<file path="config.mk">
export PLATFORM = sky130hd
export DESIGN_NAME = quad_pos_counter
export DESIGN_NICKNAME = d
export VERILOG_FILES = /design/src/rtl/qpc_pkg.sv /design/src/rtl/qpc_filter.sv /design/src/rtl/qpc_decoder.sv /design/src/rtl/qpc_counter.sv /design/src/rtl/quad_pos_counter.sv
export SDC_FILE = /design/constraint.sdc
export NUM_CORES = 1
export LEC_CHECK = 0
export ABC_AREA = 1
export BUFFER_PORTS_ARGS = -buffer_cell sky130_fd_sc_hd__buf_2
export CAP_MARGIN = 30
export CELL_PAD_IN_SITES_DETAIL_PLACEMENT = 0
export CELL_PAD_IN_SITES_GLOBAL_PLACEMENT = 1
export CORE_ASPECT_RATIO = 2
export CORE_UTILIZATION = 30
export DETAILED_ROUTE_END_ITERATION = 12
export GPL_ROUTABILITY_DRIVEN = 0
export HOLD_SLACK_MARGIN = 0.03
export PLACE_DENSITY_LB_ADDON = 0.2
export SLEW_MARGIN = 20
export SYNTH_ARGS = -nofsm -noshare
export SYNTH_HDL_FRONTEND = slang
export SYNTH_SLANG_ARGS = --single-unit
</file>
<file path="constraint.sdc">
create_clock -name clk -period 1.7 [get_ports clk]
set_clock_uncertainty 0.05 [all_clocks]
set_input_delay 0.51 -clock clk [delete_from_list [all_inputs] [get_ports clk]]
set_output_delay 0.51 -clock clk [all_outputs]
set_load 0.005 [all_outputs]
</file>
<file path="src/rtl/qpc_pkg.sv">
package qpc_pkg;
  localparam int CTL_W       = 16;
  localparam int CTL_RUN     = 0;
  localparam int CTL_FILT    = 1;
  localparam int CTL_SWAP    = 5;
  localparam int CTL_PERR    = 7;
  localparam int CTL_IDXMODE = 8;
  localparam int CTL_GATE_LO = 9;
  localparam logic [CTL_W-1:0] CTL_WR_MASK = 16'h0723;

  localparam int ST_W     = 6;
  localparam int ST_DNRST = 1;
  localparam int ST_UPRST = 2;
  localparam int ST_DIRCH = 3;
  localparam logic [ST_W-1:0] ST_IMPL = 6'b001110;

  typedef enum logic [1:0] {
    STEP_NONE = 2'd0,
    STEP_UP   = 2'd1,
    STEP_DN   = 2'd2,
    STEP_ERR  = 2'd3
  } step_e;
endpackage

</file>
<file path="src/rtl/qpc_filter.sv">
module qpc_filter #(
  parameter int FILT_LEN = 8
) (
  input  logic clk,
  input  logic rst,
  input  logic flt_en,
  input  logic raw,
  output logic q
);
  localparam int CW = $clog2(FILT_LEN + 1);

  logic          s1, s2;
  logic [CW-1:0] cnt;

  always_ff @(posedge clk) begin
    if (rst) begin
      s1  <= 1'b0;
      s2  <= 1'b0;
      q   <= 1'b0;
      cnt <= '0;
    end else begin
      s1 <= raw;
      s2 <= s1;
      if (!flt_en) begin
        q   <= s2;
        cnt <= '0;
      end else if (s2 == q) begin
        cnt <= '0;
      end else if (cnt == CW'(FILT_LEN - 1)) begin
        q   <= s2;
        cnt <= '0;
      end else begin
        cnt <= cnt + 1'b1;
      end
    end
  end

  // with filtering on, an input that agrees with the output cannot move it
  p_filter_hold_r10: assert property (@(posedge clk) disable iff (rst)
    (flt_en && s2 == q) |=> $stable(q));
endmodule

</file>
<file path="src/rtl/qpc_decoder.sv">
module qpc_decoder
  import qpc_pkg::*;
(
  input  logic       clk,
  input  logic       rst,
  input  logic       a,
  input  logic       b,
  input  logic       swap,
  output logic [1:0] cur_ab,
  output step_e      step
);
  logic [1:0] prev_ab;

  assign cur_ab = swap ? {b, a} : {a, b};

  always_ff @(posedge clk) begin
    if (rst) prev_ab <= 2'b00;
    else     prev_ab <= cur_ab;
  end

  always_comb begin
    step = STEP_NONE;
    case ({prev_ab, cur_ab})
      4'b00_10, 4'b10_11, 4'b11_01, 4'b01_00: step = STEP_UP;
      4'b10_00, 4'b11_10, 4'b01_11, 4'b00_01: step = STEP_DN;
      4'b00_11, 4'b11_00, 4'b01_10, 4'b10_01: step = STEP_ERR;
      default:                                step = STEP_NONE;
    endcase
  end
endmodule

</file>
<file path="src/rtl/qpc_counter.sv">
module qpc_counter
  import qpc_pkg::*;
#(
  parameter int                CNT_W    = 32,
  parameter logic [CNT_W-1:0]  CEIL_RST = '1
) (
  input  logic             clk,
  input  logic             rst,
  input  step_e            step,
  input  logic [1:0]       cur_ab,
  input  logic             idx,
  input  logic             ctl_we,
  input  logic [CTL_W-1:0] ctl_wdata,
  input  logic             ceil_we,
  input  logic [CNT_W-1:0] ceil_wdata,
  input  logic             mask_we,
  input  logic [ST_W-1:0]  mask_wdata,
  input  logic             clr_we,
  input  logic [ST_W-1:0]  clr_wdata,
  output logic [CTL_W-1:0] ctl_q,
  output logic [CNT_W-1:0] count,
  output logic             dir_up,
  output logic [ST_W-1:0]  status,
  output logic             irq
);
  logic [CNT_W-1:0] ceil_q;
  logic [ST_W-1:0]  mask_q;
  logic             idx_q;
  logic             run, idx_mode, idx_rise, idx_hit;
  logic [1:0]       gate;
  logic [ST_W-1:0]  st_set, st_clr;
  logic [CTL_W-1:0] ctl_nxt;

  assign run      = ctl_q[CTL_RUN];
  assign idx_mode = ctl_q[CTL_IDXMODE];
  assign gate     = ctl_q[CTL_GATE_LO +: 2];
  assign idx_rise = idx && !idx_q;
  assign idx_hit  = run && idx_mode && idx_rise && (cur_ab == gate);

  always_comb begin
    ctl_nxt = ctl_q;
    if (ctl_we) begin
      if (run) ctl_nxt[CTL_RUN] = ctl_wdata[CTL_RUN];
      else     ctl_nxt = (ctl_wdata & CTL_WR_MASK) | (ctl_q & ~CTL_WR_MASK);
      if (ctl_wdata[CTL_PERR]) ctl_nxt[CTL_PERR] = 1'b0;
    end
    if (run && step == STEP_ERR) ctl_nxt[CTL_PERR] = 1'b1;
  end

  always_comb begin
    st_set = '0;
    if (idx_hit) begin
      st_set[dir_up ? ST_UPRST : ST_DNRST] = 1'b1;
    end else if (run && step == STEP_UP) begin
      if (!idx_mode && count == ceil_q) st_set[ST_UPRST] = 1'b1;
      if (!dir_up) st_set[ST_DIRCH] = 1'b1;
    end else if (run && step == STEP_DN) begin
      if (!idx_mode && count == '0) st_set[ST_DNRST] = 1'b1;
      if (dir_up) st_set[ST_DIRCH] = 1'b1;
    end
    st_clr = clr_we ? clr_wdata : '0;
  end

  always_ff @(posedge clk) begin
    if (rst) begin
      ctl_q  <= '0;
      ceil_q <= CEIL_RST;
      mask_q <= '1;
      idx_q  <= 1'b0;
      count  <= '0;
      dir_up <= 1'b1;
      status <= '0;
      irq    <= 1'b0;
    end else begin
      ctl_q <= ctl_nxt;
      idx_q <= idx;
      if (ceil_we && !run) ceil_q <= ceil_wdata;
      if (mask_we) mask_q <= mask_wdata;
      if (idx_hit) begin
        count <= '0;
      end else if (run && step == STEP_UP) begin
        dir_up <= 1'b1;
        if (!idx_mode && count == ceil_q) count <= '0;
        else                              count <= count + 1'b1;
      end else if (run && step == STEP_DN) begin
        dir_up <= 1'b0;
        if (!idx_mode && count == '0) count <= ceil_q;
        else                          count <= count - 1'b1;
      end
      status <= ((status & ~st_clr) | st_set) & ST_IMPL;
      irq    <= |(status & ~mask_q);
    end
  end

  // stepping up from the ceiling in ceiling mode gives zero and the up flag
  p_wrap_up_r4: assert property (@(posedge clk) disable iff (rst)
    (run && !idx_mode && step == STEP_UP && count == ceil_q) |=> (count == '0 && status[ST_UPRST]));
  // stepping down from zero loads the ceiling and sets the down flag
  p_wrap_dn_r4: assert property (@(posedge clk) disable iff (rst)
    (run && !idx_mode && step == STEP_DN && count == '0) |=> (count == $past(ceil_q) && status[ST_DNRST]));
  // the ceiling is frozen while running
  p_ceil_lock_r5: assert property (@(posedge clk) disable iff (rst)
    run |=> $stable(ceil_q));
  // a double change leaves the count alone and raises the error bit
  p_perr_hold_r3: assert property (@(posedge clk) disable iff (rst)
    (run && step == STEP_ERR && !idx_hit) |=> ($stable(count) && ctl_q[CTL_PERR]));
  // nothing moves the count while stopped
  p_stopped_r9: assert property (@(posedge clk) disable iff (rst)
    !run |=> $stable(count));
  // a gated index edge clears the count
  p_index_clear_r6: assert property (@(posedge clk) disable iff (rst)
    idx_hit |=> count == '0);
  // a fully masked status cannot raise the interrupt
  p_masked_irq_r8: assert property (@(posedge clk) disable iff (rst)
    (&mask_q) |=> !irq);
endmodule

</file>
<file path="src/rtl/quad_pos_counter.sv">
module quad_pos_counter
  import qpc_pkg::*;
#(
  parameter int               CNT_W    = 32,
  parameter int               FILT_LEN = 8,
  parameter logic [CNT_W-1:0] CEIL_RST = '1
) (
  input  logic             clk,
  input  logic             rst,
  input  logic             enc_a,
  input  logic             enc_b,
  input  logic             enc_idx,
  input  logic             ctl_we,
  input  logic [15:0]      ctl_wdata,
  input  logic             ceil_we,
  input  logic [CNT_W-1:0] ceil_wdata,
  input  logic             mask_we,
  input  logic [5:0]       mask_wdata,
  input  logic             clr_we,
  input  logic [5:0]       clr_wdata,
  output logic [CNT_W-1:0] count,
  output logic             dir_up,
  output logic [15:0]      ctl_q,
  output logic [5:0]       status,
  output logic             irq
);
  localparam int NCH = 3;

  logic [NCH-1:0] raw_in, flt_out;
  logic [1:0]     cur_ab;
  step_e          step;

  assign raw_in = {enc_idx, enc_b, enc_a};

  for (genvar g = 0; g < NCH; g++) begin : g_filt
    qpc_filter #(.FILT_LEN(FILT_LEN)) u_filt (
      .clk    (clk),
      .rst    (rst),
      .flt_en (ctl_q[CTL_FILT]),
      .raw    (raw_in[g]),
      .q      (flt_out[g])
    );
  end

  qpc_decoder u_dec (
    .clk    (clk),
    .rst    (rst),
    .a      (flt_out[0]),
    .b      (flt_out[1]),
    .swap   (ctl_q[CTL_SWAP]),
    .cur_ab (cur_ab),
    .step   (step)
  );

  qpc_counter #(.CNT_W(CNT_W), .CEIL_RST(CEIL_RST)) u_cnt (
    .clk        (clk),
    .rst        (rst),
    .step       (step),
    .cur_ab     (cur_ab),
    .idx        (flt_out[2]),
    .ctl_we     (ctl_we),
    .ctl_wdata  (ctl_wdata),
    .ceil_we    (ceil_we),
    .ceil_wdata (ceil_wdata),
    .mask_we    (mask_we),
    .mask_wdata (mask_wdata),
    .clr_we     (clr_we),
    .clr_wdata  (clr_wdata),
    .ctl_q      (ctl_q),
    .count      (count),
    .dir_up     (dir_up),
    .status     (status),
    .irq        (irq)
  );
endmodule

</file>
==> Yosys cells after proc, flatten, opt, wreduce, memory -nomap -nowiden <==
Memories as Yosys holds them, arrays and structs flattened.
Index checks and enable logic that the tools add are counted.
{ "classes": {"addsub": 5, "mul": 0, "div": 0, "n_lt_le_gt_ge": 2, "n_eq_ne": 18, "n_shift": 0, "muxes": 36, "bitwise_logic": 9, "reduce_logical": 28} }
{ "ops": {"columns": ["op", "n"], "rows": [
  ["two-way mux 32 bit", 4],
  ["adder 32 x 1 -> 32 bit, second input constant", 1],
  ["equality test 32 bit", 1],
  [">= comparator 32 x 1 -> 1 bit, second input constant", 1],
  ["logical NOT 32 bit", 1],
  ["less-than comparator 32 x 5 -> 1 bit, second input constant", 1],
  ["subtractor 32 x 1 -> 32 bit, second input constant", 1],
  ["two-way mux 1 bit", 25],
  ["OR 11 x 16 -> 16 bit", 1],
  ["adder 4 x 1 -> 4 bit, second input constant", 3],
  ["equality test 4 x 3 -> 1 bit, second input constant", 3],
  ["inequality test 2 bit, second input constant", 6],
  ["AND reduction 2 bit", 6],
  ["OR reduction 4 bit", 3],
  ["logical AND 1 bit", 11],
  ["two-way mux 8 bit", 1],
  ["two-way mux 7 bit", 1],
  ["bitwise AND 4 x 6 -> 6 bit", 1],
  ["NOT 6 bit", 1],
  ["OR reduction 6 bit", 1],
  ["bitwise AND 4 bit", 1],
  ["equality test 2 bit, second input constant", 2],
  ["two-way mux 2 bit", 2],
  ["two-way mux 4 bit", 1],
  ["other kinds (12)", 19]
]} }
{ "word_totals": {"reg_bits": 115, "latch_bits": 0, "mem_bits_rw": 0, "rom_bits": 32, "in_bits": 69, "output_inout_bits": 56, "word_cells": 122, "n_memories": 1} }
{ "mem_list": {"columns": ["name", "depth", "width", "rd", "rd_clocked_by_memory_dff", "wr", "line", "rtl"], "rows": [
  ["(name not given)", 16, 2, 1, 0, 0, "qpc_decoder.sv:23", "case ({prev_ab, cur_ab})"]
]} }

==> Longest topological paths before layout <==
An unclocked memory read counts as a cell.
{ "logic_depth": {"word_depth": 8, "mapped_depth": 15, "mapped_depth_nobuf": 13} }

==> Modules after synthesis <==
Synthesis repeated with hierarchy kept, for this count alone.
{ "unflattened": {"cells_unflattened": 1177, "hier_area_um2": 7130.6} }
{ "modules_own_cells": {"columns": ["module", "instances", "cells_each", "area_per_inst_um2", "seq_area_each_um2"], "rows": [
  ["qpc_counter", 1, 1040, 6133.4, 1601.5],
  ["qpc_filter", 3, 37, 280.3, 140.1],
  ["qpc_decoder", 1, 26, 156.4, 40.0]
]} }

==> Worst setup path before layout <==
OpenSTA, ideal clock, no wires.
{ "synth_timing": {"path_type": "register to register", "startpoint": "register u_cnt.count[0]", "endpoint": "register u_cnt.count[9]", "setup_ps": 109, "t_arrival_ps": 1693, "t_required_ps": 1541, "slack_ps": -152, "stages_incl_launch_ff": 15, "n_path_buf": 1, "synth_period_minus_slack_ps": 1852, "path_cell_list": "dfxtp_1 -> inv_1 -> ha_1 -> nand3_4 -> nor2_4 -> nand2_2 -> nor2_8 -> nand2_4 -> buf_6 -> clkinv_4 -> nand2_1 -> nand3_1 -> nand3_1 -> nand2_1 -> inv_1"} }
{ "synth_via": {"elab_chain_len": 5, "word_cells_on_any_way": 10, "cone_classes": "2 x add/sub; 1 x eq/ne; 4 x mux; 3 x reduce/logical"} }
{ "synth_rtl": {"columns": ["item", "line", "rtl"], "rows": [
  ["start: declaration", "qpc_counter.sv:21", "output logic [CNT_W-1:0] count,"],
  ["start signal: assignment", "qpc_counter.sv:84", "else count <= count + 1'b1;"],
  ["start signal: assignment", "qpc_counter.sv:87", "if (!idx_mode && count == '0) count <= ceil_q;"],
  ["start signal: assignment", "qpc_counter.sv:88", "else count <= count - 1'b1;"],
  ["parallel branches: the longest is 4 deep, another holds subtractor 32 x 1 -> 32 bit", null, null],
  ["two-way mux 32 bit (*)", "qpc_counter.sv:81", "end else if (run && step == STEP_UP) begin"]
]} }
Every way passes the cells marked *. The select of a mux whose other input is x is not followed.
A chain may end at the register's enable or synchronous reset.

==> Worst setup path in the final report <==
{ "layout_timing": {"startpoint": "register u_cnt.count[0]", "endpoint": "register u_cnt.count[12]"} }
Same word-level chain as after synthesis.

==> reports/qor.yml <==
outcome: "finished, violations left"
violations: "negative setup slack"
final_cells: 1781
r2r_start: "u_cnt.count[0]"
first_global_vias: 8625
critical_path.max_fanout: 8
powerDensity_nw_per_um2: 936
ff2ff_path_depth: 12
fin_crit_sh: 1.12
grt_start_max_net_pins: 33
cp_slowest_cell: "dfxtp_4"
cts_tree: "yes"
reg2reg_slack_ns: -0.20
holdWs_ns: 0.271
yosys-top-cells-area: "dfxtp_1, nand2_1, nand3_1"
min_path_type: "primary input to register"
clockRootBuffer: "clkbuf_16"
final_hold_viol_count: 0
routed_wl_um: 30000
hold_depth: 3
slowest_delay_ns: 0.37
fin_util: 0.469
cts_inserted_buffers: 9
slew_viol_final: 0
timing.setup.tns_ns: -5.13
crit_arrival_ns: 2.14
critical_path_class: "register to register"
dieArea_um2: 25100
clkSinkCount: 103
layout-drive-gt1-share: 0.402
hold_end: "u_cnt.ceil_q[2]"
ys_warn_count: 0
synth-seq-cells: 103
n_antenna_cell: 0
setup_ws_ns: -0.204
first_pass_iters: 5
path_cells: "buf_4, nand2_1, and3_4, nand3_4, nor2_4, buf_6, nand3_4, buf_12, nand3_1, nand3_1, nand2_1, inv_1"
clock_path_buffers: 2
cp.required_ns: 1.94
die_w_um: 113
r2r_end: "u_cnt.count[12]"
cp-start-kind: "register"
place_area_um2: 9760
htree_num_levels: 3
synth.largest_area_cell: "dfxtp_1"
chipHeight_um: 223
syn2layout_area_growth_pct: 53.2
netlist_area_um2: 7330
start_util: 0.306
drt_iter0_drc: 327
maxCapViolCount: 0
wl_per_cell_um: 16.8
setup_viol: 35
endpoint_kind: "register"
gr-total-overflow: 0
ys_seq_area_frac: 0.281
vias_per_cell: 4.85
power.leakage_uw: 0.00580
nNetsFinal: 1563
synth_top_area_frac: 0.281
dp_hpwl_um: 22400
vias: 8646
drtAntennaViolNets: 0
synth_cells: 1178
drt_drc_violations_left: 0
io_buffers: 97
final_area_um2: 11200
clkSlewWorstSetupHoldPaths_ns: 0.08
max_freq_ghz: 0.525
insertion_delay_ns: 0.39
nFillCells: 2535
worstHoldStart: "ceil_wdata[2]"
rows: 80
synth_cell_types: 42
antenna_found_initial: 0
cts-hold-fix-buffers: 0
rsz0062_at_grt: "true"
dp_cells: 1736
coreArea_um2: 23900
synth.avg_cell_area_um2: 6.22
grt_pass1_wl_um: 46100
grt_usage: 0.246
ios: 125
ir_drop_mv: 0.617
period_minus_slack_ns: 1.90
## logic make-up (layout without fill, tap and decap cells)
| kind of cell | after synthesis | count (layout) | share of synthesized area |
|---|---|---|---|
| other | 1 | 12 | 0.000511 |
| buffers and inverters | 231 | 536 | 0.143 |
| adder cells (fa/ha/maj) | 5 | 5 | 0.00853 |
| XOR/XNOR | 43 | 43 | 0.0514 |
| flip-flops | 103 | 103 | 0.281 |
| AND/OR/NAND/NOR | 659 | 659 | 0.405 |
| AO/OA/AOI/OAI | 136 | 136 | 0.110 |
## final cells by class
class,count,area [um2],area share
Multi-Input combinational cell,855,4940,0.440
Clock buffer,11,233,0.0207
Inverter,159,627,0.0558
Clock inverter,5,81.3,0.00724
Timing Repair Buffer,361,2860,0.255
Sequential cell,103,2120,0.189
Tap cell,287,359,0.0320
## worst max-delay path: cells and delay by family, from the launching register on
family / cells / cell delay, ns
simple gates: 8 / 0.86
flops: 1 / 0.37
buf+inv: 4 / 0.50
## report_power, final
part	internal, uW	total [uW]	switching (uW)
combinational	2410	5330	2920
clock	1300	2380	1080
sequential	2610	2800	193
## through the flow
stage	power [uW]	worst slack (ns)
3_3_place_gp	7430	-0.447
5_1_grt	11200	-0.278
3_5_place_dp	7450	-0.459
2_1_floorplan	5320	0.00527
6_report	10500	-0.204
4_1_cts	10200	-0.213
## state kept, by name, indices dropped and copies added (netlist names)
| signal | cells |
|---|---|
| g_filt.u_filt.s2 | 3 |
| u_cnt.dir_up | 1 |
| u_cnt.ctl_q | 7 |
| u_cnt.ceil_q | 32 |
| u_cnt.irq | 1 |
| u_cnt.mask_q | 3 |
| u_cnt.count | 32 |
| u_dec.prev_ab | 2 |
| u_cnt.status | 3 |
| u_cnt.idx_q | 1 |
| g_filt.u_filt.s1 | 3 |
| g_filt.u_filt.cnt | 12 |
| g_filt.u_filt.q | 3 |
## synth_stat cells (all sizes together)
cell	count
and3	1
a311oi	3
nand2	319
conb	1
inv	158
o22ai	1
nand3	148
clkinv	1
clkbuf	6
nand3b	10
a21oi	43
and2	1
xor2	33
xnor2	10
nor3	7
o211ai	29
buf	66
or2	5
nor3b	4
ha	5
nand4	19
nor2	145
a22oi	1
o21ai	59
dfxtp	103
## worst max-delay path by stage
stage / cells after the start / slack [ns] / end / start
after CTS: 15 / -0.21 / u_cnt.count[16] / u_cnt.count[7]
after floorplan: 14 / 0.005 / u_cnt.count[9] / u_cnt.count[0]
after global routing: 13 / -0.28 / u_cnt.count[18] / u_cnt.count[1]
after global placement: 15 / -0.45 / u_cnt.count[30] / u_cnt.count[7]
final: 12 / -0.20 / u_cnt.count[12] / u_cnt.count[0]
after detailed placement: 15 / -0.46 / u_cnt.count[30] / u_cnt.count[7]
## metal layers
| metal | up-vias | share of wire | GRT usage |
|---|---|---|---|
| li1 | 4351 | - | - |
| met1 | 4045 | 0.37 | 0.252 |
| met2 | 186 | 0.55 | 0.474 |
| met5 | - | 0 | 0 |
| met4 | 0 | 0.046 | 0.122 |
| met3 | 64 | 0.035 | 0.0372 |
## cells in the final DEF, fill, tap and decap left out, drive strengths merged
cell / netlist / final
a21oi: 43 / 43
a22oi: 1 / 1
a311oi: 3 / 3
and2: 1 / 1
and3: 1 / 1
buf: 66 / 360
bufinv: 0 / 2
clkbuf: 6 / 12
clkinv: 1 / 2
clkinvlp: 0 / 1
conb: 1 / 12
dfxtp: 103 / 103
ha: 5 / 5
inv: 158 / 159
nand2: 319 / 319
nand3: 148 / 148
nand3b: 10 / 10
nand4: 19 / 19
nor2: 145 / 145
nor3: 7 / 7
nor3b: 4 / 4
o211ai: 29 / 29
o21ai: 59 / 59
o22ai: 1 / 1
or2: 5 / 5
xnor2: 10 / 10
xor2: 33 / 33
## timing repair
| action | 4_1_cts | 5_1_grt |
|---|---|---|
| setup buffers | 13 | 15 |
| endpoints found under the hold margin | 0 | 0 |
| setup endpoints to repair | 48 | 46 |
| gates cloned | 3 | 1 |
| pin swaps | 25 | 53 |
| resized for setup | 98 | 152 |
No activity file was read; power rests on OpenSTA's default activity.
